**config.mk**
```make
export PLATFORM = sky130hd
export DESIGN_NAME = lead_norm
export DESIGN_NICKNAME = d
export VERILOG_FILES = /design/src/rtl/lcn_pkg.sv /design/src/rtl/lcn_seed.sv /design/src/rtl/lcn_stage.sv /design/src/rtl/lead_norm.sv
export SDC_FILE = /design/constraint.sdc
export NUM_CORES = 1
export LEC_CHECK = 0
export BUFFER_PORTS_ARGS = -buffer_cell sky130_fd_sc_hd__buf_2
export CORE_MARGIN = 2
export CORE_UTILIZATION = 38
export DETAILED_ROUTE_END_ITERATION = 10
export PLACE_DENSITY_LB_ADDON = 0.15
export RECOVER_POWER = 100
export SLEW_MARGIN = 20
export SYNTH_ARGS = -nofsm -noshare
export SYNTH_HDL_FRONTEND = slang
export SYNTH_SLANG_ARGS = --single-unit
```
**constraint.sdc**
```tcl
create_clock -name vclk -period 4
set_input_delay 0.4 -clock vclk [all_inputs]
set_output_delay 0.4 -clock vclk [all_outputs]
set_load 0.02 [all_outputs]
```
**src/rtl/lcn_pkg.sv**
```systemverilog
package lcn_pkg;

    typedef enum logic {
        LCN_MODE_ZERO = 1'b0,
        LCN_MODE_RUN  = 1'b1
    } lcn_mode_e;

    // Number of count bits needed to hold the values 0..w
    function automatic int lcn_count_w(input int w);
        return $clog2(w + 1);
    endfunction

    // Cycles of latency given a stage register mask and a stage count
    function automatic int lcn_latency(input int mask, input int stages);
        int n;
        n = 0;
        for (int i = 0; i < stages; i++) begin
            if (((mask >> i) & 1) != 0) n++;
        end
        return n;
    endfunction

endpackage

```
**src/rtl/lcn_seed.sv**
```systemverilog
module lcn_seed
    import lcn_pkg::*;
#(
    parameter int WIDTH = 26,
    parameter int CW    = lcn_count_w(WIDTH)
) (
    input  logic             in_mode,
    input  logic [WIDTH-1:0] in_data,
    output logic             ref_o,
    output logic [WIDTH-1:0] word_o,
    output logic [CW-1:0]    cnt_o
);

    typedef struct packed {
        logic             rf;
        logic [WIDTH-1:0] word;
        logic [CW-1:0]    cnt;
    } seed_t;

    seed_t seed_d;

    always_comb begin
        seed_d      = '0;
        seed_d.word = in_data;
        seed_d.cnt  = '0;
        if (lcn_mode_e'(in_mode) == LCN_MODE_RUN) begin
            seed_d.rf = in_data[WIDTH-1];
        end else begin
            seed_d.rf = 1'b0;
        end
    end

    assign ref_o  = seed_d.rf;
    assign word_o = seed_d.word;
    assign cnt_o  = seed_d.cnt;

endmodule

```
**src/rtl/lcn_stage.sv**
```systemverilog
module lcn_stage
    import lcn_pkg::*;
#(
    parameter int WIDTH = 26,
    parameter int CW    = lcn_count_w(WIDTH),
    parameter int CBIT  = 0,
    parameter bit REG   = 1'b0
) (
    input  logic             clk,
    input  logic             rst_n,
    input  logic             v_i,
    input  logic             ref_i,
    input  logic [WIDTH-1:0] word_i,
    input  logic [CW-1:0]    cnt_i,
    output logic             v_o,
    output logic             ref_o,
    output logic [WIDTH-1:0] word_o,
    output logic [CW-1:0]    cnt_o
);

    localparam int SHIFT = 1 << CBIT;

    typedef struct packed {
        logic             v;
        logic             rf;
        logic [WIDTH-1:0] word;
        logic [CW-1:0]    cnt;
    } stage_t;

    stage_t st_d;
    stage_t st_q;
    logic   all_ref;
    logic   room;
    logic   hit;

    always_comb begin
        all_ref = (word_i[WIDTH-1 -: SHIFT] == {SHIFT{ref_i}});
        room    = ((int'(cnt_i) + SHIFT) <= WIDTH);
        hit     = all_ref && room;

        st_d          = '0;
        st_d.v        = v_i;
        st_d.rf       = ref_i;
        st_d.cnt      = cnt_i;
        st_d.cnt[CBIT] = hit;
        if (hit) begin
            st_d.word = word_i << SHIFT;
        end else begin
            st_d.word = word_i;
        end
    end

    generate
        if (REG) begin : g_reg
            always_ff @(posedge clk or negedge rst_n) begin
                if (!rst_n) begin
                    st_q <= '0;
                end else begin
                    st_q <= st_d;
                end
            end

            AST_STAGE_VALID_SET: assert property (@(posedge clk) disable iff (!rst_n)
                v_i |=> v_o) else $error("stage lost valid");
            AST_STAGE_VALID_CLR: assert property (@(posedge clk) disable iff (!rst_n)
                !v_i |=> !v_o) else $error("stage made valid");
            AST_STAGE_CNT_GROWS: assert property (@(posedge clk) disable iff (!rst_n)
                v_i |=> (cnt_o >= $past(cnt_i))) else $error("stage count shrank");
        end else begin : g_pass
            assign st_q = st_d;
        end
    endgenerate

    assign v_o    = st_q.v;
    assign ref_o  = st_q.rf;
    assign word_o = st_q.word;
    assign cnt_o  = st_q.cnt;

endmodule

```
**src/rtl/lead_norm.sv**
```systemverilog
module lead_norm
    import lcn_pkg::*;
#(
    parameter int WIDTH     = 26,
    parameter int PIPE_MASK = 0,
    localparam int CW       = lcn_count_w(WIDTH)
) (
    input  logic             clk,
    input  logic             rst_n,
    input  logic             in_valid,
    input  logic             in_mode,
    input  logic [WIDTH-1:0] in_data,
    output logic             out_valid,
    output logic [WIDTH-1:0] out_data,
    output logic [CW-1:0]    out_count
);

    localparam int NSTAGE = CW;
    localparam int LAT    = lcn_latency(PIPE_MASK, NSTAGE);

    logic             v_c    [NSTAGE+1];
    logic             ref_c  [NSTAGE+1];
    logic [WIDTH-1:0] word_c [NSTAGE+1];
    logic [CW-1:0]    cnt_c  [NSTAGE+1];

    assign v_c[0] = in_valid;

    lcn_seed #(
        .WIDTH (WIDTH),
        .CW    (CW)
    ) u_seed (
        .in_mode (in_mode),
        .in_data (in_data),
        .ref_o   (ref_c[0]),
        .word_o  (word_c[0]),
        .cnt_o   (cnt_c[0])
    );

    // Stage i handles the largest remaining shift, 2^(NSTAGE-1-i)
    generate
        for (genvar i = 0; i < NSTAGE; i++) begin : g_stage
            lcn_stage #(
                .WIDTH (WIDTH),
                .CW    (CW),
                .CBIT  (NSTAGE - 1 - i),
                .REG   (((PIPE_MASK >> i) & 1) != 0)
            ) u_stage (
                .clk    (clk),
                .rst_n  (rst_n),
                .v_i    (v_c[i]),
                .ref_i  (ref_c[i]),
                .word_i (word_c[i]),
                .cnt_i  (cnt_c[i]),
                .v_o    (v_c[i+1]),
                .ref_o  (ref_c[i+1]),
                .word_o (word_c[i+1]),
                .cnt_o  (cnt_c[i+1])
            );
        end
    endgenerate

    assign out_valid = v_c[NSTAGE];
    assign out_data  = word_c[NSTAGE];
    assign out_count = cnt_c[NSTAGE];

    AST_CNT_IN_RANGE: assert property (@(posedge clk) disable iff (!rst_n)
        out_valid |-> (int'(out_count) <= WIDTH)) else $error("count above width");
    AST_UNIFORM_ZERO: assert property (@(posedge clk) disable iff (!rst_n)
        (out_valid && int'(out_count) == WIDTH) |-> (out_data == '0)) else $error("uniform data not zero");
    AST_TOP_BREAKS_RUN: assert property (@(posedge clk) disable iff (!rst_n)
        (out_valid && int'(out_count) < WIDTH) |-> (out_data[WIDTH-1] != ref_c[NSTAGE])) else $error("msb still matches run");
    AST_LAT_CONST: assert property (@(posedge clk) disable iff (!rst_n)
        (LAT == 0) |-> (out_valid == in_valid)) else $error("comb valid mismatch");

endmodule

```
After elaboration in Yosys (flattened, before gate mapping). Index checks and enable logic that the tools add are counted.

$add $sub $neg: 4. Muxes and demuxes: 6. $lt $le $gt $ge: 4. Reductions and logical operators: 4. Eq/ne operators: 5.

Operators with widths (number): $mux W26 (5); $le A32 B6 Y1 const B (4); $eq A16 B16 Y1 (1); $eq A8 B8 Y1 (1); $add A5 B1 Y6 const B (1); $add A5 B2 Y6 const B (1); $add A5 B3 Y6 const B (1); $add A5 B4 Y6 const B (1); $eq A4 B4 Y1 (1); $logic_and A1 B1 Y1 (4); $eq A2 B2 Y1 (1); $eq A1 B1 Y1 (1); $mux W1 (1).

Output and inout bits: 32. Word-level logic and storage cells: 23. Bits of input ports: 30. Bits in registers: 0.

Logic depth before layout (Yosys ltp). Gate-level depths: netlist of the first run.

Depth after elaboration: 15. Mapped depth: 16. Depth with buffers taken out: 12.

Modules after synthesis. A second synthesis of the first run with hierarchy kept.

Cell total of the unflattened synthesis: 422. Area, all modules: 3519.6 um2.

Modules (own cells, without submodules): lcn_stage (g_stage[4].u_stage) (cells an instance 180, instances 1, seq. area each 0.0 um2, area an instance 1333.8 um2); lcn_stage (g_stage[1].u_stage) (cells an instance 70, instances 1, seq. area each 0.0 um2, area an instance 558.0 um2); lcn_stage (g_stage[3].u_stage) (cells an instance 45, instances 1, seq. area each 0.0 um2, area an instance 524.3 um2); lcn_stage (g_stage[2].u_stage) (cells an instance 42, instances 1, seq. area each 0.0 um2, area an instance 449.2 um2); lcn_stage (g_stage[0].u_stage) (cells an instance 52, instances 1, seq. area each 0.0 um2, area an instance 411.6 um2); lcn_seed (cells an instance 33, instances 1, seq. area each 0.0 um2, area an instance 242.7 um2).

Worst setup path after synthesis of the first run. Ideal clock, no wire load.

Path kind: input to output. Start point: in in_data[25]. End point: out out_data[11]. Required time: 3600 ps. Stages: 13. Setup slack: 122 ps. Arrival: 3478 ps. Path buffers: 3. Path through: buf_2 -> or4_1 -> o21ai_1 -> buf_4 -> nand2_2 -> buf_6 -> o31a_1 -> or2_0 -> mux4_2 -> o21ai_4 -> inv_4 -> mux2_4 -> mux2i_1.

Longest elaborated chain between the ends: 15. Elaborated cells on any way between the ends: 23. Classes of those cells: add/sub (4); order compare (4); eq/ne (5); mux (6); reduce/logical (4).

RTL lines: start, declared (line lead_norm.sv:12) `input logic [WIDTH-1:0] in_data,`; $mux W1 (line lcn_seed.sv:26) `if (lcn_mode_e'(in_mode) == LCN_MODE_RUN) begin`; $eq A16 B16 Y1 (line lcn_stage.sv:37) `all_ref = (word_i[WIDTH-1 -: SHIFT] == {SHIFT{ref_i}});`; $add A5 B4 Y6 or $mux W26 (tied branches) (line lcn_stage.sv:38, lcn_stage.sv:46); $le A32 B6 Y1 or $eq A8 B8 Y1 (tied branches) (line lcn_stage.sv:38, lcn_stage.sv:37); $logic_and A1 B1 Y1 (line lcn_stage.sv:39) `hit = all_ref && room;`; $add A5 B3 Y6 or $mux W26 (tied branches) (line lcn_stage.sv:38, lcn_stage.sv:46); $le A32 B6 Y1 or $eq A4 B4 Y1 (tied branches) (line lcn_stage.sv:38, lcn_stage.sv:37); $logic_and A1 B1 Y1 (line lcn_stage.sv:39); $add A5 B2 Y6 or $mux W26 (tied branches) (line lcn_stage.sv:38, lcn_stage.sv:46); $le A32 B6 Y1 or $eq A2 B2 Y1 (tied branches) (line lcn_stage.sv:38, lcn_stage.sv:37); $logic_and A1 B1 Y1 (line lcn_stage.sv:39); $add A5 B1 Y6 or $mux W26 (tied branches) (line lcn_stage.sv:38, lcn_stage.sv:46); $le A32 B6 Y1 or $eq A1 B1 Y1 (tied branches) (line lcn_stage.sv:38, lcn_stage.sv:37); $logic_and A1 B1 Y1 (line lcn_stage.sv:39); $mux W26 (*) (line lcn_stage.sv:46) `if (hit) begin`; end, declared (line lead_norm.sv:14) `output logic [WIDTH-1:0] out_data,`.

Mark *: on every way between the ends. The rest lies on a longest branch, timed or not.

Final worst setup path of the first run.
Start point: in in_mode. End point: out out_data[4].

Longest elaborated chain between the ends: 15. Elaborated cells on any way between the ends: 23. Classes of those cells: add/sub (4); order compare (4); eq/ne (5); mux (6); reduce/logical (4).

RTL lines: start, declared (line lead_norm.sv:11) `input logic in_mode,`; $mux W1 (*) (line lcn_seed.sv:26); $eq A16 B16 Y1 (line lcn_stage.sv:37); $add A5 B4 Y6 or $mux W26 (tied branches) (line lcn_stage.sv:38, lcn_stage.sv:46); $le A32 B6 Y1 or $eq A8 B8 Y1 (tied branches) (line lcn_stage.sv:38, lcn_stage.sv:37); $logic_and A1 B1 Y1 (line lcn_stage.sv:39); $add A5 B3 Y6 or $mux W26 (tied branches) (line lcn_stage.sv:38, lcn_stage.sv:46); $le A32 B6 Y1 or $eq A4 B4 Y1 (tied branches) (line lcn_stage.sv:38, lcn_stage.sv:37); $logic_and A1 B1 Y1 (line lcn_stage.sv:39); $add A5 B2 Y6 or $mux W26 (tied branches) (line lcn_stage.sv:38, lcn_stage.sv:46); $le A32 B6 Y1 or $eq A2 B2 Y1 (tied branches) (line lcn_stage.sv:38, lcn_stage.sv:37); $logic_and A1 B1 Y1 (line lcn_stage.sv:39); $add A5 B1 Y6 or $mux W26 (tied branches) (line lcn_stage.sv:38, lcn_stage.sv:46); $le A32 B6 Y1 or $eq A1 B1 Y1 (tied branches) (line lcn_stage.sv:38, lcn_stage.sv:37); $logic_and A1 B1 Y1 (line lcn_stage.sv:39); $mux W26 (*) (line lcn_stage.sv:46).

Marks and branches as above.

==> results of run 1 <==
[repair_timing]
| item | in CTS | in global routing |
|---|---|---|
| setup endpoints to repair | 0 | 25 |
| endpoints found under the hold margin | 0 | 0 |
| setup buffers | 0 | 13 |
| gates resized for setup | 0 | 34 |
[area by class of cell]
| class | count | area (um^2) | area share |
|---|---|---|---|
| inverter | 10 | 42.5 | 0.0157 |
| tap | 67 | 83.8 | 0.0310 |
| timing repair buffer | 124 | 856 | 0.317 |
| multi-input combinational | 234 | 1720 | 0.636 |
[cell usage after synthesis (2+ instances only)]
cell type	number
a211oi_1	5
a21oi_1	20
a221oi_1	7
a22oi_1	8
a311o_1	2
a31oi_1	8
and2_1	3
and4_1	3
buf_2	11
buf_4	9
buf_6	2
clkbuf_1	7
inv_1	8
mux2_2	9
mux2_4	2
mux2i_1	32
mux4_2	3
nand2_1	29
nand2_2	2
nand2b_1	3
nand3_1	5
nand4_1	4
nor2_1	30
nor3_1	7
nor3b_1	2
nor4_1	4
o211ai_1	2
o21ai_0	10
o22a_1	2
o22ai_1	3
o31a_1	2
o31ai_1	2
or3_1	2
or4_1	2
[final timing paths]
path / slack [ns] / depth (start not counted) / end
max: 0.02 / 14 / out_data[4]
min: 0.80 / 0 / out_valid
[layer usage]
metal,wire [um],global-route usage,vias to the layer above
met5,0,0,-
met1,3190,0.362,1164
met4,82,0.0263,0
met3,369,0.00407,6
li1,-,-,1238
met2,3290,0.417,71
[cell families after synthesis]
family | count (synthesis)
compound gates | 85
buf+inv | 39
mux | 47
simple gates | 102
[power breakdown]
group / internal [mW] / leakage, nW / switching, mW
clock network: 0 / 0 / 0
logic: 0.207 / 1.24 / 0.247
registers: 0 / 0 / 0
total: 0.207 / 1.24 / 0.247
==> metrics.md, run 1 <==
| Metric | Value |
|---|---|
| Via count | 2479 |
| Initial core utilization | 0.395 |
| Most frequent cells in the layout | 69 x buf_4, 46 x buf_2, 31 x mux2i_1 |
| Yosys top cell area share | 0.172 |
| First-pass GRT wire length | 10.8 mm |
| Syn_nets | 303 |
| Post-Synth Adder-Cell Area | 0 |
| Gpl congestion | 0.958 |
| Reg area | 0 um^2 |
| Diode count | 0 |
| Final slew viol count | 0 |
| Routed vias/inst | 5.70 |
| Peak Freq | 0.251 GHz |
| Mux contribution to synthesized area | 0.291 |
| Total GRT Usage | 0.247 |
| Routed wire length per instance | 15.9 um |
| Hold slack final | 0.800 ns |
| Placed inst area | 0.00250 mm^2 |
| Max VDD drop | 0.120 mV |
| Post-cts hold buffer count | 0 |
| Setup crit end kind | output pin |
| Share of cells above drive strength 1 | 0.440 |
| Syn. warnings | 0 |
| Simple-Gate Fraction of Synth Area | 0.275 |
| Synth cell types | 57 |
| Total global routing overflow | 0 |
| Sequential area share after synthesis | 0 |
| Port Buffers | 58 |
| Worst path slowest cell | or4_4 |
| Actual slew at the worst max-slew pin | 0.481 ns |
| Syn_area_per_cell | 6.83 um^2 |
| Largest net degree at the start of global routing | 20 |
| Dpl cells | 422 |
| Setup Slack @ Placement | 0.00465 ns |
| Full die area | 0.00548 mm^2 |
| Drt drc | 0 |
| Slew HR | 0.671 |
| RSZ-0062 raised after global routing | yes |
| Sum Neg Setup Slack | 0 ns |
| Die width | 74.0 um |
| Seq cells | 0 |
| Mapped Area | 0.00186 mm^2 |
| CP max stage delay | 0.54 ns |
| CP Cell Sequence | buf_2 > nand2_4 > or4_4 > and4_4 > buf_4 > a32o_1 > a311o_1 > nor3b_2 > o21a_2 > o21ai_4 > buf_4 > or3_1 > a21oi_1 > buf_4 |
| Compound-gate portion of the synthesized area | 0.321 |
| Worst Hold Launch | in_valid |
| Largest cells by area after synthesis | mux2i_1 17%, nor2_1 6.0%, nand2_1 5.8% |
| Max-cap violations | 0 |
| Initial antenna violation count | 0 |
| Power per cell area | 168 mW/mm^2 |
| Post-layout util | 0.572 |
| Period utilization | 0.994 |
| Commonest non-fill, non-tap cell in the layout | buf_4 |
| Fin area | 0.00270 mm^2 |
| Critical path class | in2out |
| Area Overhead vs Synth | 44.9% |
| Crit path from | in_mode |
| Final std cells w/o fill | 435 |
| Cells after Synth | 273 |
| Setup violations, final | 0 |
| Number of fill cells in the layout | 489 |
| Worst-path maximum fanout | 13 |
| Area leader, netlist | mux2i_1 |
| Setup ws final | 0.0238 ns |
| CLK BUF | 0 |
| Xor-xnor portion of the synthesized cell area | 0 |
| Sum of buffers and inverters on the critical path | 4 |
| Remaining antenna violation count after routing | 0 |
| Min Tclk post-route | 3.98 ns |
| Crit path max-delay family | simple AND/OR/NAND/NOR gates |
| Core area | 0.00472 mm^2 |
| Most used cell, CP | buf_4 |
| Crit path DAT | 3.58 ns |
| Startpoint Class | primary input |
| DR pass1 iterations | 4 |
| Fin. Hold Viols | 0 |
| Worst hold path class | in2out |
| 1st-iter DRT viols | 170 |
| Vias in the first global route | 2182 |
| Die Span Y | 74.0 um |
| Ports | 62 |
| P_leak | 1.24 nW |
| Worst endpoint required time | 3.60 ns |
| Routed WL | 6.93 mm |
| Num rows | 25 |
| HPWL Detailed | 5.59 mm |
| Overall power | 454 uW |
| Status | completed |
| Main combinational cell family by area after synthesis | compound AO/OA/AOI/OAI gates |
| Layout net count | 400 |
Power figures use the tool's default switching activity.
==> inputs of run 2 (changes only) <==
--- a/config.mk
+++ b/config.mk
@@ -6,8 +6,10 @@
 export NUM_CORES = 1
 export LEC_CHECK = 0
 export BUFFER_PORTS_ARGS = -buffer_cell sky130_fd_sc_hd__buf_2
+export CELL_PAD_IN_SITES_DETAIL_PLACEMENT = 1
+export CELL_PAD_IN_SITES_GLOBAL_PLACEMENT = 2
 export CORE_MARGIN = 2
-export CORE_UTILIZATION = 38
+export CORE_UTILIZATION = 28
 export DETAILED_ROUTE_END_ITERATION = 10
 export PLACE_DENSITY_LB_ADDON = 0.15
 export RECOVER_POWER = 100
==> run 2 against run 1 <==
Net effect: via count up 0.93%; highest routed layer unchanged; worst hold slack about the same; die area up 34%; sequential share of layout area unchanged; clock-buffer cell count unchanged; non-clock buffer count up 5; core utilization down 13 points; wire length up 18%; global-route usage down 2.8 points; critical path type unchanged; maximum frequency about the same.
==> metrics.md, run 2 (synthesized netlist as in run 1, its figures left out) <==
| Metric | Value |
|---|---|
| Die width | 85.6 um (was 74.0 um) |
| Worst-path maximum fanout | 8 (was 13) |
| Worst path slowest cell | mux4_2 (was or4_4) |
| Max VDD drop | 0.108 mV (was 0.120 mV) |
| Core area | 0.00639 mm^2 (was 0.00472 mm^2) |
| First-pass GRT wire length | 13.2 mm (was 10.8 mm) |
| Worst hold path class | in2out (unchanged) |
| Reg area | 0 um^2 (unchanged) |
| Routed wire length per instance | 18.1 um (was 15.9 um) |
| Period utilization | 0.994 (about the same) |
| Commonest non-fill, non-tap cell in the layout | buf_4 (unchanged) |
| DR pass1 iterations | 4 (unchanged) |
| Ports | 62 (unchanged) |
| Vias in the first global route | 2531 (was 2182) |
| Routed WL | 8.16 mm (was 6.93 mm) |
| 1st-iter DRT viols | 106 (was 170) |
| Fin area | 0.00282 mm^2 (was 0.00270 mm^2) |
| Startpoint Class | primary input (unchanged) |
| CP Cell Sequence | buf_2 > a2111oi_2 > nand3_1 > nand2_2 > a221oi_1 > o31a_1 > or2_1 > mux4_2 > o21ai_4 > clkinv_4 > mux2_4 > mux2i_1 > buf_4 (was buf_2 > nand2_4 > or4_4 > and4_4 > buf_4 > a32o_1 > a311o_1 > nor3b_2 > o21a_2 > o21ai_4 > buf_4 > or3_1 > a21oi_1 > buf_4) |
| Post-cts hold buffer count | 0 (unchanged) |
| HPWL Detailed | 6.55 mm (was 5.59 mm) |
| Initial antenna violation count | 0 (unchanged) |
| Remaining antenna violation count after routing | 0 (unchanged) |
| Diode count | 0 (unchanged) |
| Setup violations, final | 0 (unchanged) |
| Seq cells | 0 (unchanged) |
| Actual slew at the worst max-slew pin | 0.482 ns (was 0.481 ns) |
| Sum of buffers and inverters on the critical path | 3 (was 4) |
| RSZ-0062 raised after global routing | yes (unchanged) |
| CLK BUF | 0 (unchanged) |
| Placed inst area | 0.00254 mm^2 (was 0.00250 mm^2) |
| Met2 Usage GRT | 0.373 (was 0.417) |
| Num rows | 29 (was 25) |
| Worst endpoint required time | 3.60 ns (about the same) |
| Status | completed (unchanged) |
| Initial core utilization | 0.292 (was 0.395) |
| Area Overhead vs Synth | 51.3% (was 44.9%) |
| Min Tclk post-route | 3.97 ns (was 3.98 ns) |
| Setup crit end kind | output pin (unchanged) |
| Total GRT Usage | 0.218 (was 0.247) |
| Setup ws final | 0.0259 ns (was 0.0238 ns) |
| Crit path DAT | 3.57 ns (was 3.58 ns) |
| Power per cell area | 167 mW/mm^2 (was 168 mW/mm^2) |
| Full die area | 0.00733 mm^2 (was 0.00548 mm^2) |
| Via count | 2502 (was 2479) |
| Total global routing overflow | 0 (unchanged) |
| Max-cap violations | 0 (unchanged) |
| Routed vias/inst | 5.56 (was 5.70) |
| Sum Neg Setup Slack | 0 ns (unchanged) |
| Layout net count | 405 (was 400) |
| Largest net degree at the start of global routing | 19 (was 20) |
| Crit path max-delay family | compound AO/OA/AOI/OAI gates (was simple AND/OR/NAND/NOR gates) |
| Slew HR | 0.675 (was 0.671) |
| Met3 usage | 0 (was 0.00407) |
| P_leak | 1.28 nW (was 1.24 nW) |
| Most frequent cells in the layout | 74 x buf_4, 42 x buf_2, 31 x mux2i_1 (was 69 x buf_4, 46 x buf_2, 31 x mux2i_1) |
| Peak Freq | 0.252 GHz (was 0.251 GHz) |
| Number of fill cells in the layout | 840 (was 489) |
| Met1 usage | 0.328 (was 0.362) |
| Fin. Hold Viols | 0 (unchanged) |
| CP max stage delay | 0.52 ns (was 0.54 ns) |
| Setup Slack @ Placement | -0.00817 ns (was 0.00465 ns) |
| Drt drc | 0 (unchanged) |
| Die Span Y | 85.6 um (was 74.0 um) |
| Critical path class | in2out (unchanged) |
| Port Buffers | 58 (unchanged) |
| Gpl congestion | 0.841 (was 0.958) |
| GRT busiest layer | met2 (unchanged) |
| Final slew viol count | 0 (unchanged) |
| Share of cells above drive strength 1 | 0.464 (was 0.440) |
| Post-layout util | 0.442 (was 0.572) |
run 2: cell types whose count changed in the layout (fill, tap and decap cells not counted), sizes merged:
cell	before	now
clkbuf	3	1
buf	121	128
run 2: timing repair:
item / CTS / global route
pin swaps: 0 / 12
buffers inserted: 2 / 10
setup endpoints to repair: 9 / 24
gates resized for setup: 1 / 58
run 2: stage by stage:
step	power, mW	hold WS (ns)	std cells
3_3_place_gp	0.428	0.800	438
5_1_grt	0.512	0.800	450
2_1_floorplan	0.272	0.913	273
4_1_cts	0.436	0.800	440
6_report	0.472	0.800	450
3_5_place_dp	0.434	0.800	438
run 2: final cells by class:
cell class / instances / area (um^2) / area share
multi-input combinational: 234 / 1750 / 0.622
timing repair buffer: 129 / 928 / 0.329
tap: 77 / 96.3 / 0.0342
inverter: 10 / 42.5 / 0.0151
run 2: report_power, final:
| part | internal (mW) | switching, mW | leakage, nW |
|---|---|---|---|
| combinational | 0.215 | 0.257 | 1.28 |
| clock | 0 | 0 | 0 |
| sequential | 0 | 0 | 0 |
run 2: layer usage:
layer  part of all wire  vias up
li1                   -     1238
met1               0.49     1206
met2               0.47       54
met3              0.034        4
met4             0.0059        0
met5                  0        -
run 2: worst paths after layout:
kind	endpoint	startpoint	cells after the start	slack, ns
worst min-delay path	out_valid	in_valid	0	0.80
worst max-delay path	out_data[11]	in_mode	13	0.03
==> inputs of run 3 (changes only) <==
--- a/config.mk
+++ b/config.mk
@@ -11,6 +11,7 @@
 export CORE_MARGIN = 2
 export CORE_UTILIZATION = 28
 export DETAILED_ROUTE_END_ITERATION = 10
+export GPL_TIMING_DRIVEN = 0
 export PLACE_DENSITY_LB_ADDON = 0.15
 export RECOVER_POWER = 100
 export SLEW_MARGIN = 20
==> run 3 against run 2 <==
Net effect: the flow now finishes with violations (setup timing); setup slack got worse by 0.11 ns; combinational power increased by 1%; power increased by 1.4%; cell count decreased by 4.2%; first-iteration DRC count increased by 12%; via count increased by 0.52%; worst hold slack improved by 0.26 ns; highest routed layer is now met3.
==> metrics.md, run 3 (synthesized netlist as in run 1, its figures left out) <==
| Metric | Value |
|---|---|
| Status | finished with violations (was completed) |
| Failing checks | setup timing |
| Fin. Hold Viols | 0 (unchanged) |
| Setup violations, final | 9 (was 0) |
| RSZ-0062 raised after global routing | yes (unchanged) |
| Actual slew at the worst max-slew pin | 0.514 ns (was 0.482 ns) |
| HPWL Detailed | 6.30 mm (was 6.55 mm) |
| Startpoint Class | primary input (unchanged) |
| Setup Slack @ Placement | -0.758 ns (was -0.00817 ns) |
| Num rows | 29 (unchanged) |
| Max VDD drop | 0.131 mV (was 0.108 mV) |
| Core area | 0.00639 mm^2 (unchanged) |
| Worst endpoint required time | 3.60 ns (about the same) |
| First-pass GRT wire length | 13.3 mm (was 13.2 mm) |
| CP Cell Sequence | buf_6 > or4_4 > mux2i_4 > and4_1 > buf_6 > o21ai_0 > a221oi_2 > buf_4 > mux4_2 > buf_4 > buf_6 > mux2i_2 > a311o_1 > buf_4 (was buf_2 > a2111oi_2 > nand3_1 > nand2_2 > a221oi_1 > o31a_1 > or2_1 > mux4_2 > o21ai_4 > clkinv_4 > mux2_4 > mux2i_1 > buf_4) |
| Max-cap violations | 0 (unchanged) |
| Initial antenna violation count | 0 (unchanged) |
| Met2 wire length | 4.05 mm (was 3.81 mm) |
| Setup crit end kind | output pin (unchanged) |
| Full die area | 0.00733 mm^2 (unchanged) |
| CP max stage delay | 0.53 ns (was 0.52 ns) |
| Vias in the first global route | 2482 (was 2531) |
| DR pass1 iterations | 4 (unchanged) |
| Setup ws final | -0.0845 ns (was 0.0259 ns) |
| Critical path class | in2out (unchanged) |
| Via count | 2515 (was 2502) |
| Sum of buffers and inverters on the critical path | 6 (was 3) |
| Most frequent cells in the layout | 47 x buf_4, 41 x buf_2, 29 x nor2_1 (was 74 x buf_4, 42 x buf_2, 31 x mux2i_1) |
| Slew HR | 0.657 (was 0.675) |
| Die width | 85.6 um (unchanged) |
| Drt drc | 0 (unchanged) |
| Post-layout util | 0.426 (was 0.442) |
| Worst hold path class | in2out (unchanged) |
| Met1 WL | 4.11 mm (was 4.02 mm) |
| Final std cells w/o fill | 431 (was 450) |
| Worst-path maximum fanout | 10 (was 8) |
| Top Metal Used | met3 (was met4) |
| Crit path DAT | 3.68 ns (was 3.57 ns) |
| Dpl cells | 405 (was 438) |
| P_leak | 1.15 nW (was 1.28 nW) |
| Reg area | 0 um^2 (unchanged) |
| Gpl congestion | 0.854 (was 0.841) |
| CLK BUF | 0 (unchanged) |
| Crit path max-delay family | buffers and inverters (was compound AO/OA/AOI/OAI gates) |
| Power per cell area | 176 mW/mm^2 (was 167 mW/mm^2) |
| 1st-iter DRT viols | 119 (was 106) |
| Seq cells | 0 (unchanged) |
| Routed wire length per instance | 19.5 um (was 18.1 um) |
| Layout net count | 386 (was 405) |
| Post-cts hold buffer count | 0 (unchanged) |
| Period utilization | 1.02 (was 0.994) |
| Routed vias/inst | 5.84 (was 5.56) |
| Routed WL | 8.41 mm (was 8.16 mm) |
| Total GRT Usage | 0.224 (was 0.218) |
| Die Span Y | 85.6 um (unchanged) |
| Area Overhead vs Synth | 46.0% (was 51.3%) |
| Min Tclk post-route | 4.08 ns (was 3.97 ns) |
| Commonest non-fill, non-tap cell in the layout | buf_4 (unchanged) |
| Total global routing overflow | 0 (unchanged) |
| Share of cells above drive strength 1 | 0.449 (was 0.464) |
| Remaining antenna violation count after routing | 0 (unchanged) |
| Initial core utilization | 0.292 (unchanged) |
| Routed wl met3 | 243 um (was 278 um) |
| Diode count | 0 (unchanged) |
| Final slew viol count | 0 (unchanged) |
| Peak Freq | 0.245 GHz (was 0.252 GHz) |
| Largest net degree at the start of global routing | 11 (was 19) |
| Ports | 62 (unchanged) |
| Worst path slowest cell | or4_4 (was mux4_2) |
| Port Buffers | 55 (was 58) |
run 3: cell count changes in the layout (fill, tap and decap cells not counted), sizes merged:
cell | before | now
clkinv | 2 | 1
inv | 8 | 9
buf | 128 | 102
clkbuf | 1 | 8
run 3: cell type report:
type               instances  area [um^2]
plain buffers             29          239
fillers                  833         3660
inverters                 10         40.0
multi-input cells        234         1820
well taps                 77         96.3
repair buffers            81          524
run 3: worst paths after layout:
| kind | from | to | slack [ns] | cells after the start |
|---|---|---|---|---|
| worst max-delay path | in_data[21] | out_data[8] | -0.08 | 14 |
| worst min-delay path | in_valid | out_valid | 1.06 | 2 |
run 3: timing repair:
action	in CTS	in global routing
pin swaps	8	8
endpoints found under the setup margin	28	28
setup buffers	20	6
gates resized for setup	30	57
run 3: metrics by stage:
stage	TNS [ns]	power, mW	hold WS [ns]	instance area [um^2]
after floorplan	0	0.272	0.913	1860
after global placement	-13.40	0.395	1.02	2240
after detailed placement	-12.98	0.396	1.02	2240
after CTS	0	0.430	1.02	2510
after global routing	-3.42	0.514	1.08	2720
final	-0.371	0.479	1.06	2720
run 3: routing by layer:
metal | vias up | GRT usage
li1 | 1210 | -
met1 | 1249 | 0.324
met2 | 56 | 0.394
met3 | 0 | 0.00385
met4 | 0 | 0.00577
met5 | - | 0
run 3: power by group:
group	leakage, nW	internal, mW	switching, mW
logic	1.15	0.210	0.269
clock network	0	0	0
registers	0	0	0
